===== src/rtl/i2cm_buf_pkg.sv =====
package i2cm_buf_pkg;

  typedef enum logic [2:0] {
    OP_IDLE  = 3'd0,
    OP_WRITE = 3'd1,
    OP_READ  = 3'd2,
    OP_FLUSH = 3'd3,
    OP_LOAD  = 3'd4
  } buf_op_t;

  // Priority: bulk load, flush, read, write. Reads on empty and writes on full become idle.
  function automatic buf_op_t decode_op(input logic load, input logic flsh,
                                        input logic rd, input logic wr,
                                        input logic is_empty, input logic is_full);
    if (load)      return OP_LOAD;
    if (flsh)      return OP_FLUSH;
    if (rd)        return is_empty ? OP_IDLE : OP_READ;
    if (wr)        return is_full ? OP_IDLE : OP_WRITE;
    return OP_IDLE;
  endfunction

  // Limits a burst count to the buffer depth.
  function automatic int clamp_count(input int cnt, input int depth);
    return (cnt > depth) ? depth : cnt;
  endfunction

endpackage


===== src/rtl/i2cm_buf_ctrl.sv =====
module i2cm_buf_ctrl
  import i2cm_buf_pkg::*;
#(
  parameter int DEPTH = 4,
  localparam int LW = $clog2(DEPTH + 1)
) (
  input  logic          clk,
  input  logic          rst_n,
  input  buf_op_t       op,
  input  logic [LW-1:0] load_n,
  output logic [LW-1:0] level,
  output logic          has_data,
  output logic          full
);
  localparam logic [LW-1:0] LV_FULL = LW'(DEPTH);
  localparam logic [LW-1:0] LV_LAST = LW'(DEPTH - 1);
  localparam logic [LW-1:0] LV_ONE  = LW'(1);

  always_ff @(posedge clk or negedge rst_n) begin
    if (!rst_n) begin
      level    <= '0;
      has_data <= 1'b0;
      full     <= 1'b0;
    end else begin
      unique case (op)
        OP_WRITE: begin
          if (level == '0)     has_data <= 1'b1;
          if (level == LV_LAST) full    <= 1'b1;
          level <= level + LV_ONE;
        end
        OP_READ: begin
          if (level == LV_FULL) full     <= 1'b0;
          if (level == LV_ONE)  has_data <= 1'b0;
          level <= level - LV_ONE;
        end
        OP_FLUSH: begin
          level    <= '0;
          has_data <= 1'b0;
          full     <= 1'b0;
        end
        OP_LOAD: begin
          level    <= load_n;
          has_data <= (load_n != '0);
          full     <= (load_n == LV_FULL);
        end
        default: ;
      endcase
    end
  end
endmodule


===== src/rtl/i2cm_buf_store.sv =====
module i2cm_buf_store
  import i2cm_buf_pkg::*;
#(
  parameter int DEPTH = 4,
  parameter int W = 8,
  localparam int LW = $clog2(DEPTH + 1)
) (
  input  logic             clk,
  input  logic             rst_n,
  input  buf_op_t          op,
  input  logic [LW-1:0]    level,
  input  logic [LW-1:0]    load_n,
  input  logic [W-1:0]     wdata,
  input  logic [DEPTH*W-1:0] bulk_data,
  output logic [W-1:0]     head
);
  logic [W-1:0] slot [DEPTH];

  always_ff @(posedge clk or negedge rst_n) begin
    if (!rst_n) begin
      for (int i = 0; i < DEPTH; i++) slot[i] <= '0;
    end else begin
      unique case (op)
        OP_WRITE: begin
          for (int i = 0; i < DEPTH; i++)
            if (level == LW'(i)) slot[i] <= wdata;
        end
        OP_READ: begin
          for (int i = 0; i < DEPTH - 1; i++) slot[i] <= slot[i+1];
          slot[DEPTH-1] <= '0;
        end
        OP_FLUSH: begin
          for (int i = 0; i < DEPTH; i++) slot[i] <= '0;
        end
        OP_LOAD: begin
          for (int i = 0; i < DEPTH; i++)
            if (LW'(i) < load_n) slot[i] <= bulk_data[i*W +: W];
        end
        default: ;
      endcase
    end
  end

  assign head = slot[0];
endmodule


===== src/rtl/i2cm_byte_buffer.sv =====
module i2cm_byte_buffer
  import i2cm_buf_pkg::*;
#(
  parameter int DEPTH = 4,
  parameter int W = 8,
  localparam int LW = $clog2(DEPTH + 1)
) (
  input  logic               clk,
  input  logic               rst_n,
  input  logic               host_wr,
  input  logic [W-1:0]       host_wdata,
  input  logic               host_rd,
  output logic [W-1:0]       host_rdata,
  input  logic               flush,
  input  logic               bulk_load,
  input  logic [LW-1:0]      bulk_count,
  input  logic [DEPTH*W-1:0] bulk_data,
  output logic               flag_has_data,
  output logic               flag_full
);
  buf_op_t       op;
  logic [LW-1:0] level;
  logic [LW-1:0] load_n;
  logic [W-1:0]  head;
  logic          lv_empty, lv_full;
  logic          evt_push, evt_pop, evt_drop;

  assign lv_empty = (level == '0);
  assign lv_full  = (level == LW'(DEPTH));
  assign load_n   = LW'(clamp_count(int'(bulk_count), DEPTH));
  assign op       = decode_op(bulk_load, flush, host_rd, host_wr, lv_empty, lv_full);

  assign evt_push = (op == OP_WRITE);
  assign evt_pop  = (op == OP_READ);
  assign evt_drop = host_wr && !evt_push;

  i2cm_buf_ctrl #(.DEPTH(DEPTH)) u_ctrl (
    .clk(clk), .rst_n(rst_n), .op(op), .load_n(load_n),
    .level(level), .has_data(flag_has_data), .full(flag_full)
  );

  i2cm_buf_store #(.DEPTH(DEPTH), .W(W)) u_store (
    .clk(clk), .rst_n(rst_n), .op(op), .level(level), .load_n(load_n),
    .wdata(host_wdata), .bulk_data(bulk_data), .head(head)
  );

  assign host_rdata = lv_empty ? {W{1'b1}} : head;
endmodule


===== config.mk =====
export PLATFORM = sky130hd
export DESIGN_NAME = i2cm_byte_buffer
export DESIGN_NICKNAME = d
export VERILOG_FILES = /design/src/rtl/i2cm_buf_pkg.sv /design/src/rtl/i2cm_buf_ctrl.sv /design/src/rtl/i2cm_buf_store.sv /design/src/rtl/i2cm_byte_buffer.sv
export SDC_FILE = /design/constraint.sdc
export NUM_CORES = 1
export LEC_CHECK = 0
export ABC_AREA = 0
export ABC_CLOCK_PERIOD_IN_PS = 1900
export BUFFER_PORTS_ARGS = -buffer_cell sky130_fd_sc_hd__buf_2
export CAP_MARGIN = 25
export CORE_MARGIN = 10
export CORE_UTILIZATION = 35
export CTS_CLUSTER_DIAMETER = 40
export DETAILED_ROUTE_END_ITERATION = 10
export MAX_ROUTING_LAYER = met4
export PLACE_DENSITY = 0.58
export SLEW_MARGIN = 20
export SYNTH_ARGS = -nofsm -noshare
export SYNTH_HDL_FRONTEND = slang
export SYNTH_SLANG_ARGS = --single-unit

===== constraint.sdc =====
create_clock -name clk -period 1.9 [get_ports clk]
set_input_delay 0.38 -clock clk [delete_from_list [all_inputs] [get_ports clk]]
set_output_delay 0.38 -clock clk [all_outputs]
set_load 0.02 [all_outputs]

# Word level (Yosys, flattened, before mapping)
# Index checks and enable logic that the tools add are counted.
[op_classes] addsub=2 order_cmp=5 n_eq_ne=19 n_mux=38 n_reduce_logical=9
[op_table] cell="case mux 32 bit (4 select lines)" count=1
[op_table] cell="2-to-1 mux 8 bit" count=9
[op_table] cell="2-to-1 mux 3 bit" count=9
[op_table] cell="AND reduction 3 bit" count=6
[op_table] cell="inequality test 2 x 1 -> 1 bit, second input constant" count=8
[op_table] cell="2-to-1 mux 1 bit" count=15
[op_table] cell="== test 3 x 2 -> 1 bit, second input constant" count=4
[op_table] cell="case mux 3 bit (4 select lines)" count=1
[op_table] cell="== test 3 bit, second input constant" count=3
[op_table] cell="case mux 1 bit (4 select lines)" count=2
[op_table] cell="== test 3 x 1 -> 1 bit, second input constant" count=2
[op_table] cell="less-than comparator 1 x 3 -> 1 bit, first input constant" count=2
[op_table] cell="less-than comparator 2 x 3 -> 1 bit, first input constant" count=2
[op_table] cell="inequality test 2 bit, second input constant" count=2
[op_table] cell="nonzero test 4 bit" count=1
[op_table] cell="adder 3 x 1 -> 3 bit, second input constant" count=1
[op_table] cell="> comparator 3 bit, second input constant" count=1
[op_table] cell="zero test 3 bit" count=1
[op_table] cell="nonzero test 3 bit" count=1
[op_table] cell="subtractor 3 x 1 -> 3 bit, second input constant" count=1
[op_table] cell="2-to-1 mux 2 bit" count=1
[totals] regBits=37 input_bits=49 output_inout_bits=10 word_cells=80

# Logic depth before layout (Yosys ltp)
# Gate-level depths: netlist of run 1.
[logic_depth] ltp_word=14 ltp_mapped=8 ltp_nobuf=6

# Modules after synthesis
# Synthesis of run 1 repeated with hierarchy kept, for this count alone.
[hier_totals] cells_unflattened=246 area_unflattened_um2=2623.8
[modules_own_cells] mod="i2cm_buf_store" n_inst=1 cells_each=175 area_each_um2=2013.2 seq_area_each_um2=800.8
[modules_own_cells] mod="i2cm_buf_ctrl" n_inst=1 cells_each=53 area_each_um2=489.2 seq_area_each_um2=125.1
[modules_own_cells] mod="i2cm_byte_buffer" n_inst=1 cells_each=18 area_each_um2=121.4 seq_area_each_um2=0.0

# Worst setup path before layout of run 1
# No wires, ideal clock.
[synth_timing] kind="register -> register" start="register u_ctrl.level[0]" end="register u_store.slot[16] (netlist bit)" setup_time_ps=125 arrival_ps=1782 t_required_ps=1775 slack_ps=-7 stages_incl_launch_ff=8 path_buffers=1 period_less_slack_ps=1907 cell_sequence="dfrtp_1 -> inv_1 -> ha_1 -> nor2b_1 -> buf_4 -> o21ai_4 -> o221ai_4 -> mux2_2"
[synth_via] elab_chain_len=11 elab_cells_between_ends=20 cone_classes="8 x eq/ne; 9 x mux; 3 x reduce/logical"
[synth_lines] item="start: declaration" line_no="i2cm_buf_ctrl.sv:11" source="output logic [LW-1:0] level,"
[synth_lines] item="start signal: assignment" line_no="i2cm_buf_ctrl.sv:29" source="level <= level + LV_ONE;"
[synth_lines] item="start signal: assignment" line_no="i2cm_buf_ctrl.sv:34" source="level <= level - LV_ONE;"
[synth_lines] item="start signal: assignment" line_no="i2cm_buf_ctrl.sv:42" source="level <= load_n;"
[synth_lines] item="zero test 3 bit" line_no="i2cm_byte_buffer.sv:28" source="assign lv_empty = (level == '0);"
[synth_lines] item="2-to-1 mux 2 bit" line_no="i2cm_buf_pkg.sv:17" source="if (rd) return is_empty ? OP_IDLE : OP_READ;"
[synth_lines] item="2-to-1 mux 3 bit" line_no="i2cm_buf_pkg.sv:17"
[synth_lines] item="2-to-1 mux 3 bit" line_no="i2cm_buf_pkg.sv:18" source="if (wr) return is_full ? OP_IDLE : OP_WRITE;"
[synth_lines] item="2-to-1 mux 3 bit" line_no="i2cm_buf_pkg.sv:19" source="return OP_IDLE;"
[synth_lines] item="2-to-1 mux 3 bit" line_no="i2cm_buf_pkg.sv:18"
[synth_lines] item="2-to-1 mux 3 bit" line_no="i2cm_buf_pkg.sv:17"
[synth_lines] item="2-to-1 mux 3 bit" line_no="i2cm_buf_pkg.sv:16" source="if (flsh) return OP_FLUSH;"
[synth_lines] item="== test 3 bit, or another cell as far along" line_no="i2cm_buf_store.sv:23" source="unique case (op)"
[synth_lines] item="inequality test 2 x 1 -> 1 bit (no line) or nonzero test 4 bit (tied branches)"
[synth_lines] item="AND reduction 3 bit (no line)"
[synth_lines] item="end signal: indexed assignment" line_no="i2cm_buf_store.sv:26" source="if (level == LW'(i)) slot[i] <= wdata;"
[synth_lines] item="end signal: indexed assignment" line_no="i2cm_buf_store.sv:37" source="if (LW'(i) < load_n) slot[i] <= bulk_data[i*W +: W];"
[synth_lines] item="end: declaration" line_no="i2cm_buf_store.sv:17" source="logic [W-1:0] slot [DEPTH];"
# Several ways; a longest one is shown, not always the timed one.
# A chain may end at the register's enable or synchronous reset.

# Worst setup path after layout of run 1
[layout_timing] start="register u_ctrl.level[0]" end="output host_rdata[4]"
[layout_via] elab_chain_len=2
[layout_lines] item="zero test 3 bit" line_no="i2cm_byte_buffer.sv:28"
[layout_lines] item="2-to-1 mux 8 bit" line_no="i2cm_byte_buffer.sv:47" source="assign host_rdata = lv_empty ? {W{1'b1}} : head;"
[layout_lines] item="end: declaration" line_no="i2cm_byte_buffer.sv:13" source="output logic [W-1:0] host_rdata,"
# Every way passes these cells.

==> flow_metrics.py, run 1 <==
metrics = {
    "status": {
        "status": "finished, violations left",
        "failed_checks": "negative setup slack",
    },
    "synth": {
        "seq_area_frac_synth": 0.4102,
        "synth_edf_count": 0,
        "yosysWarningCount": 0,
        "synthSimpleGateAreaFrac": 0.09645,
        "synth_area_sq_um": 2257,
        "synth_top_family_by_area": "compound AO/OA/AOI/OAI gates",
        "synthXorXnorAreaFrac": 0.003880,
        "synthFlopType": "dfrtp_1",
        "netlist_instances": 201,
        "synthDistinctLibCells": 38,
        "synthArstFlopShare": 1.000,
        "ys_seq_elements": 37,
        "synthMuxAreaShare": 0.1657,
        "syn_avg_cell_area_sq_um": 11.23,
        "synth-compound-area-share": 0.2489,
        "synth_nets": 256,
        "synthAdderAreaFrac": 0.03326,
    },
    "critical_path": {
        "path_class": "reg2out",
        "cp_max_fo": 8,
        "endpoint_kind": "output port",
        "required_ns": 1.52,
        "worstSetupStartpointType": "flip-flop",
        "worstPathArrival_ns": 1.59,
    },
    "route": {
        "first_pass_iters": 4,
        "drc_errors": 0,
        "drt_iter0_markers": 127,
        "viasPerCell": 5.336,
        "routed_wl_um": 6545,
        "detail-route-antenna-nets": 0,
        "wire_per_inst_um": 17.74,
        "vias": 1969,
    },
    "place": {
        "place.gp.congestion": 0.8926,
        "dpl.cell_count": 354,
        "portBuffers": 58,
        "hpwlAfterDp_um": 5033,
    },
    "sta": {
        "hold_violations": 0,
        "slew_headroom": 0.6943,
        "setup_viol": 3,
        "fmax_mhz": 507.6,
        "timing.final.ws_setup_ns": -0.07003,
        "min_period_over_period": 1.037,
        "rsz0062_at_grt": "true",
        "fin_worst_skew_ns": 0.006007,
        "tightest_slew_ns": 0.4586,
        "slew_violations": 0,
        "min_period_ns": 1.970,
    },
    "finish": {
        "final_core_util": 0.5077,
        "antenna_cells": 0,
        "final_net_count": 346,
        "areaGrowthSynthToFinish_pct": 42.02,
        "multi_input_area_sq_um": 1329,
        "fillCellCount": 607,
        "seqCellArea_sq_um": 925.9,
        "stdcell_count": 369,
        "layout-drive-gt1-share": 0.5137,
    },
    "cts": {
        "cts_max_path_buffers": 2,
        "htreeDepth": 2,
        "cts.sinks": 37,
        "root_buffer": "clkbuf_8",
        "cts_hold_buf": 0,
        "cts_tree": "done",
        "cts_made_buffers": 5,
        "clock_latency_ns": 0.29,
        "cts.clk_slew.worst_paths_ns": 0.08,
    },
    "grt": {
        "antenna_found_initial": 0,
        "grt_pass1_vias": 2046,
        "grt_pass1_wl_um": 10410,
        "overflow": 0,
        "grt_start_max_net_pins": 35,
        "grt_usage": 0.1307,
    },
    "die": {
        "fp-row-count": 29,
        "die_area_sq_um": 10060,
        "ioPinCount": 59,
        "core_area_sq_um": 6314,
        "start_util": 0.3575,
        "die_y_um": 100.3,
        "die_x_um": 100.3,
    },
    "worst_hold_path": {
        "min_path_type": "in2async",
    },
    "pwr": {
        "leakage_nw": 1.536,
        "power_density_nw_per_um2": 812.8,
        "vdd_drop_max_uv": 393.1,
    },
    "job": {
        "cap_violations": 0,
    },
}
layout by cell type, fill, tap and decap left out, types with 5 or more instances in the layout:
cell,synthesis,final
buf_2,3,50
dfrtp_1,37,37
buf_4,1,27
mux2_2,26,22
a221o_1,21,21
a21oi_1,17,17
buf_6,0,11
inv_1,11,9
nand2_1,8,8
nand2b_1,7,7
mux2i_1,7,7
o211a_4,0,6
buf_12,0,6
ha_1,6,5
clkbuf_8,0,5
per-stage QoR:
stage	total power [mW]	hold slack (ns)	worst slack [ns]	setup TNS, ns	cell area, sq um
after floorplan	1.449	0.08441	0.0004599	0	2257
after global placement	1.780	0.3523	-0.07274	-0.6586	2888
after detailed placement	1.795	0.3589	-0.1265	-1.679	2888
after CTS	2.581	0.03529	-0.09134	-0.1808	3117
after global routing	2.753	0.04593	-0.1432	-1.257	3206
final	2.605	0.02634	-0.07003	-0.1276	3206
report_power, final:
| group | switching, mW | total [mW] | internal, mW | leakage (nW) |
|---|---|---|---|---|
| sequential | 0.0628 | 0.973 | 0.910 | 0.461 |
| combinational | 0.431 | 0.940 | 0.509 | 1.02 |
| clock | 0.299 | 0.692 | 0.393 | 0.0585 |
| total | 0.793 | 2.61 | 1.81 | 1.54 |
worst paths after layout:
path	to	slack [ns]	startpoint	cells after the start
worst max-delay path	host_rdata[4]	-0.07	u_ctrl.level[0]	6
worst min-delay path	u_store.slot[23]	0.03	rst_n	1
worst max register to register	u_store.head[6]	0	u_ctrl.level[0]	8
worst min register to register	u_store.slot[18]	0.49	u_store.slot[18]	1
max in group asynchronous	u_store.slot[21]	1.35	rst_n	2
min in group clk	u_store.slot[5]	0.37	bulk_data[29]	3
routing by layer:
| layer | GRT usage | wire (um) | vias up |
|---|---|---|---|
| met4 | 0.03261 | 57 | 0 |
| met1 | 0.1656 | 2973 | 972 |
| li1 | - | - | 940 |
| met5 | - | 0 | - |
| met2 | 0.2038 | 3109 | 53 |
| met3 | 0.03228 | 404 | 4 |
kinds of logic (layout without fill, tap and decap cells):
| group | Yosys count | after routing |
|---|---|---|
| buffers and inverters | 23 | 114 |
| adders and majority gates | 6 | 6 |
| xor gates and xnor gates | 1 | 1 |
| DFF | 37 | 37 |
| muxes | 34 | 34 |
| and+or+nand+nor | 37 | 37 |
| AOI/OAI and AO/OA | 63 | 63 |
cells in the mapped netlist, types with 2 or more instances:
cell type	instances	area share
a21oi_4	2	0.014
a221o_1	21	0.093
mux2_2	26	0.13
nor3b_1	3	0.010
nor2b_1	4	0.011
a22o_1	2	0.0078
nand3_1	4	0.0089
o221ai_4	2	0.023
inv_1	11	0.018
ha_1	6	0.033
o211a_1	7	0.031
a211oi_1	2	0.0066
or2b_1	2	0.0066
nor2_1	3	0.0050
mux2i_1	7	0.031
clkbuf_1	7	0.012
o21ai_0	4	0.0089
nand2_1	8	0.013
a21oi_1	17	0.038
buf_2	3	0.0066
nand2b_1	7	0.019
dfrtp_1	37	0.41
timing repair:
| action | CTS | global route |
|---|---|---|
| setup buffers | 6 | 1 |
| setup endpoints to repair | 28 | 34 |
| gates resized for setup | 20 | 17 |
| endpoints found under the hold margin | 0 | 0 |
| pin swaps | 2 | 1 |
layout make-up:
type,count,area share
multi-input cells,141,0.4145
flip-flops and latches,37,0.2888
repair buffers,94,0.2174
well taps,77,0.03005
clock buffers,5,0.02147
inverters,12,0.01405
clock inverters,3,0.01366
state kept, by name, summed over array words and instances, names as in the netlist:
register,flops
u_ctrl.full,1
u_ctrl.has_data,1
u_ctrl.level,3
u_store.head,8
u_store.slot,24
worst max-delay path, cell delays in order, from the launching register on:
cell     delay, ns
dfrtp_1       0.39
inv_2         0.08
ha_4          0.14
or2b_4        0.27
buf_6         0.13
or2b_1        0.17
buf_6         0.12
Note: power is estimated with default switching activity, not from simulation.
==> inputs of run 2 (changes only) <==
Settings changed: ABC_AREA 0 to 1, CORE_ASPECT_RATIO set to 0.7, PLACE_DENSITY 0.58 to 0.57.
==> run 2 against run 1 <==
Net effect:
- the run now ends clean
- sequential share of layout area up 2.0 points
- sequential power about the same
- count of clock-buffer cells in the layout up 1
- largest cell class unchanged
- synthesized cell count up 65%
- critical path depth unchanged
- highest routed layer unchanged
- total power down 11%
- clock power down 25%
- combinational power down 13%
==> flow_metrics.py, run 2 <==
metrics = {
    "synth": {
        "synth_nets": 386,
        "syn_avg_cell_area_sq_um": 7.220,
        "yosysWarningCount": 0,
        "synthDistinctLibCells": 31,
        "synthTopCellsByCount": "178 x nand2_1, 42 x nand3_1, 37 x dfrtp_1",
        "synth_area_leaders": "dfrtp_1 39%, nand2_1 28%, nand3_1 8.8%",
        "synth_edf_count": 0,
        "netlist_instances": 331,
        "yosys.area.top_type": "dfrtp_1",
        "synthFlopType": "dfrtp_1",
        "synthArstFlopShare": 1.000,
        "synth_most_common_cell": "nand2_1",
        "ys_seq_elements": 37,
        "synth_area_sq_um": 2390,
        "seq_area_frac_synth": 0.3874,
        "synth_top_cell_area_share": 0.3874,
    },
    "place": {
        "pre_cts_ws_ns": 0.05630,
        "place.gp.congestion": 0.9163,
        "hpwlAfterDp_um": 5199,
        "portBuffers": 58,
    },
    "sta": {
        "timing.final.ws_setup_ns": 0.001386,
        "min_period_over_period": 0.9993,
        "rsz0062_at_grt": "true",
        "fin_worst_skew_ns": 0.005109,
        "hold_violations": 0,
        "tightest_slew_ns": 0.4749,
        "min_period_ns": 1.899,
        "fin_setup_tns_ns": 0,
        "fmax_mhz": 526.7,
        "setup_viol": 0,
        "whs_ns": 0.1279,
        "slew_violations": 0,
        "slew_headroom": 0.6834,
    },
    "route": {
        "wl_met3_um": 330,
        "routed_wl_um": 6659,
        "viasPerCell": 4.448,
        "vias": 2206,
        "wl_met2_um": 2848,
        "detail-route-antenna-nets": 0,
        "wl_met1_um": 3437,
        "first_pass_iters": 4,
        "drt_iter0_markers": 169,
        "drc_errors": 0,
        "wire_per_inst_um": 13.43,
        "top_layer": "met4",
    },
    "grt": {
        "antenna_found_initial": 0,
        "grt_pass1_wl_um": 10910,
        "grt_pass1_vias": 2176,
        "grt_start_max_net_pins": 38,
        "overflow": 0,
        "grt_usage": 0.1308,
    },
    "pwr": {
        "vdd_drop_max_uv": 297.8,
        "power_density_nw_per_um2": 773.1,
        "p_sw_mw": 0.7971,
        "seq_power_share": 0.419,
        "combPwrFrac": 0.355,
        "clkPwrFrac": 0.226,
        "swShare": 0.3443,
        "leakage_nw": 1.696,
        "p_int_mw": 1.518,
    },
    "finish": {
        "regMostFlops": "u_store.slot",
        "layout-drive-gt1-share": 0.2886,
        "layout_commonest_cell": "nand2_1",
        "final_core_util": 0.4473,
        "largest_register_ffs": 24,
        "final_net_count": 456,
        "mostFrequentLayoutCells": "178 x nand2_1, 50 x buf_2, 42 x nand3_1",
        "areaGrowthSynthToFinish_pct": 25.29,
        "antenna_cells": 0,
    },
    "critical_path": {
        "crit_path_end": "host_rdata[7]",
        "reg2reg_slack_ns": 0.18,
        "cpPeakStageDelay_ns": 0.38,
        "r2r-end": "u_store.slot[19]",
        "worstPathArrival_ns": 1.52,
        "reg2reg_depth": 10,
        "cp-startpoint": "u_ctrl.level[1]",
        "critical-path-top-delay-family": "flip-flops",
        "crit_chain": "inv_2 -> ha_4 -> nand2_8 -> clkinvlp_4 -> or2_2 -> buf_6",
        "required_ns": 1.52,
        "slowest_stage": "dfrtp_1",
        "cp.depth": 6,
        "worstSetupStartpointType": "flip-flop",
        "cp_max_fo": 4,
        "cp_num_buf_inv": 3,
        "endpoint_kind": "output port",
        "path_class": "reg2out",
        "r2r_start": "u_ctrl.level[1]",
    },
    "die": {
        "die_y_um": 89.14,
        "die_area_sq_um": 10590,
        "fp-row-count": 25,
        "die_x_um": 118.8,
        "start_util": 0.3570,
        "ioPinCount": 59,
        "core_area_sq_um": 6694,
    },
    "cts": {
        "cts_max_path_buffers": 2,
        "cts_hold_buf": 0,
        "root_buffer": "clkbuf_8",
        "cts.clk_slew.worst_paths_ns": 0.07,
        "htreeDepth": 2,
        "cts_tree": "done",
        "clock_latency_ns": 0.28,
        "cts.sinks": 37,
        "cts_made_buffers": 5,
    },
    "worst_hold_path": {
        "min_path_type": "in2async",
    },
    "job": {
        "cap_violations": 0,
    },
    "status": {
        "status": "completed",
    },
}
==> run 2: cell count changes after synthesis, moves of 4 or more <==
cell and change:
nand2_1 +170, nand3_1 +38, mux2_2 -26, a221o_1 -21, a21oi_1 -17, mux2i_1 -7, nand2b_1 -7, o211a_1 -7
or2_2 +7, nand3_2 +6, clkbuf_1 -4, nor2_4 +4, nor2b_1 -4
==> run 2: cell type report <==
type	count	area, sq um
multi-input combinational	268	1339
tap	94	117.6
sequential	37	925.9
timing repair inverter	1	7.507
fill	733	3700
timing repair buffer	72	457.9
inverter	16	63.81
clock buffer	6	72.57
clock inverter	2	10.01
==> run 2: worst min-delay path by stage <==
stage                      endpoint  cells after the start
floorplan               u_ctrl.full                      0
global placement    u_ctrl.has_data                      2
global route        u_store.slot[1]                      2
detailed placement      u_ctrl.full                      2
CTS                     u_ctrl.full                      2
finish                  u_ctrl.full                      2
==> run 2: logic make-up (layout without fill, tap and decap cells) <==
logic type	count (synthesis)	count (layout)	share of synthesized area
buffers and inverters	26	97	0.06282
AOI/OAI and AO/OA	10	10	0.03089
adders and majority gates	6	6	0.03141
DFF	37	37	0.3874
xor gates and xnor gates	1	1	0.003666
and+or+nand+nor	251	251	0.4838
==> run 2: power by group through the flow <==
stage                     clock, mW  sequential, mW  combinational (mW)
after detailed placement          0           0.985               0.681
after global placement            0           0.982               0.674
after CTS                     0.539           0.968               0.781
after global routing          0.580           0.984               0.917
after floorplan                   0           0.978               0.476
final                         0.522           0.970               0.822
==> run 2: through the flow <==
stage,instance area (sq um),total power [mW],instances
floorplan,2390,1.454,331
global placement,2773,1.656,480
detailed placement,2773,1.666,480
CTS,2950,2.289,494
global route,2994,2.482,496
finish,2994,2.315,496
==> run 2: repair_timing <==
action                                 CTS  global route
pin swaps                                1             1
cloned                                   1             0
buffers inserted                         5             2
setup endpoints to repair                8             8
endpoints found under the hold margin    0             0
gates resized for setup                 17            10
==> run 2: layer usage <==
layer | global-route usage | vias up
li1 | - | 1187
met1 | 0.1759 | 959
met2 | 0.1918 | 55
met3 | 0.03344 | 5
met4 | 0.03315 | 0
met5 | - | -
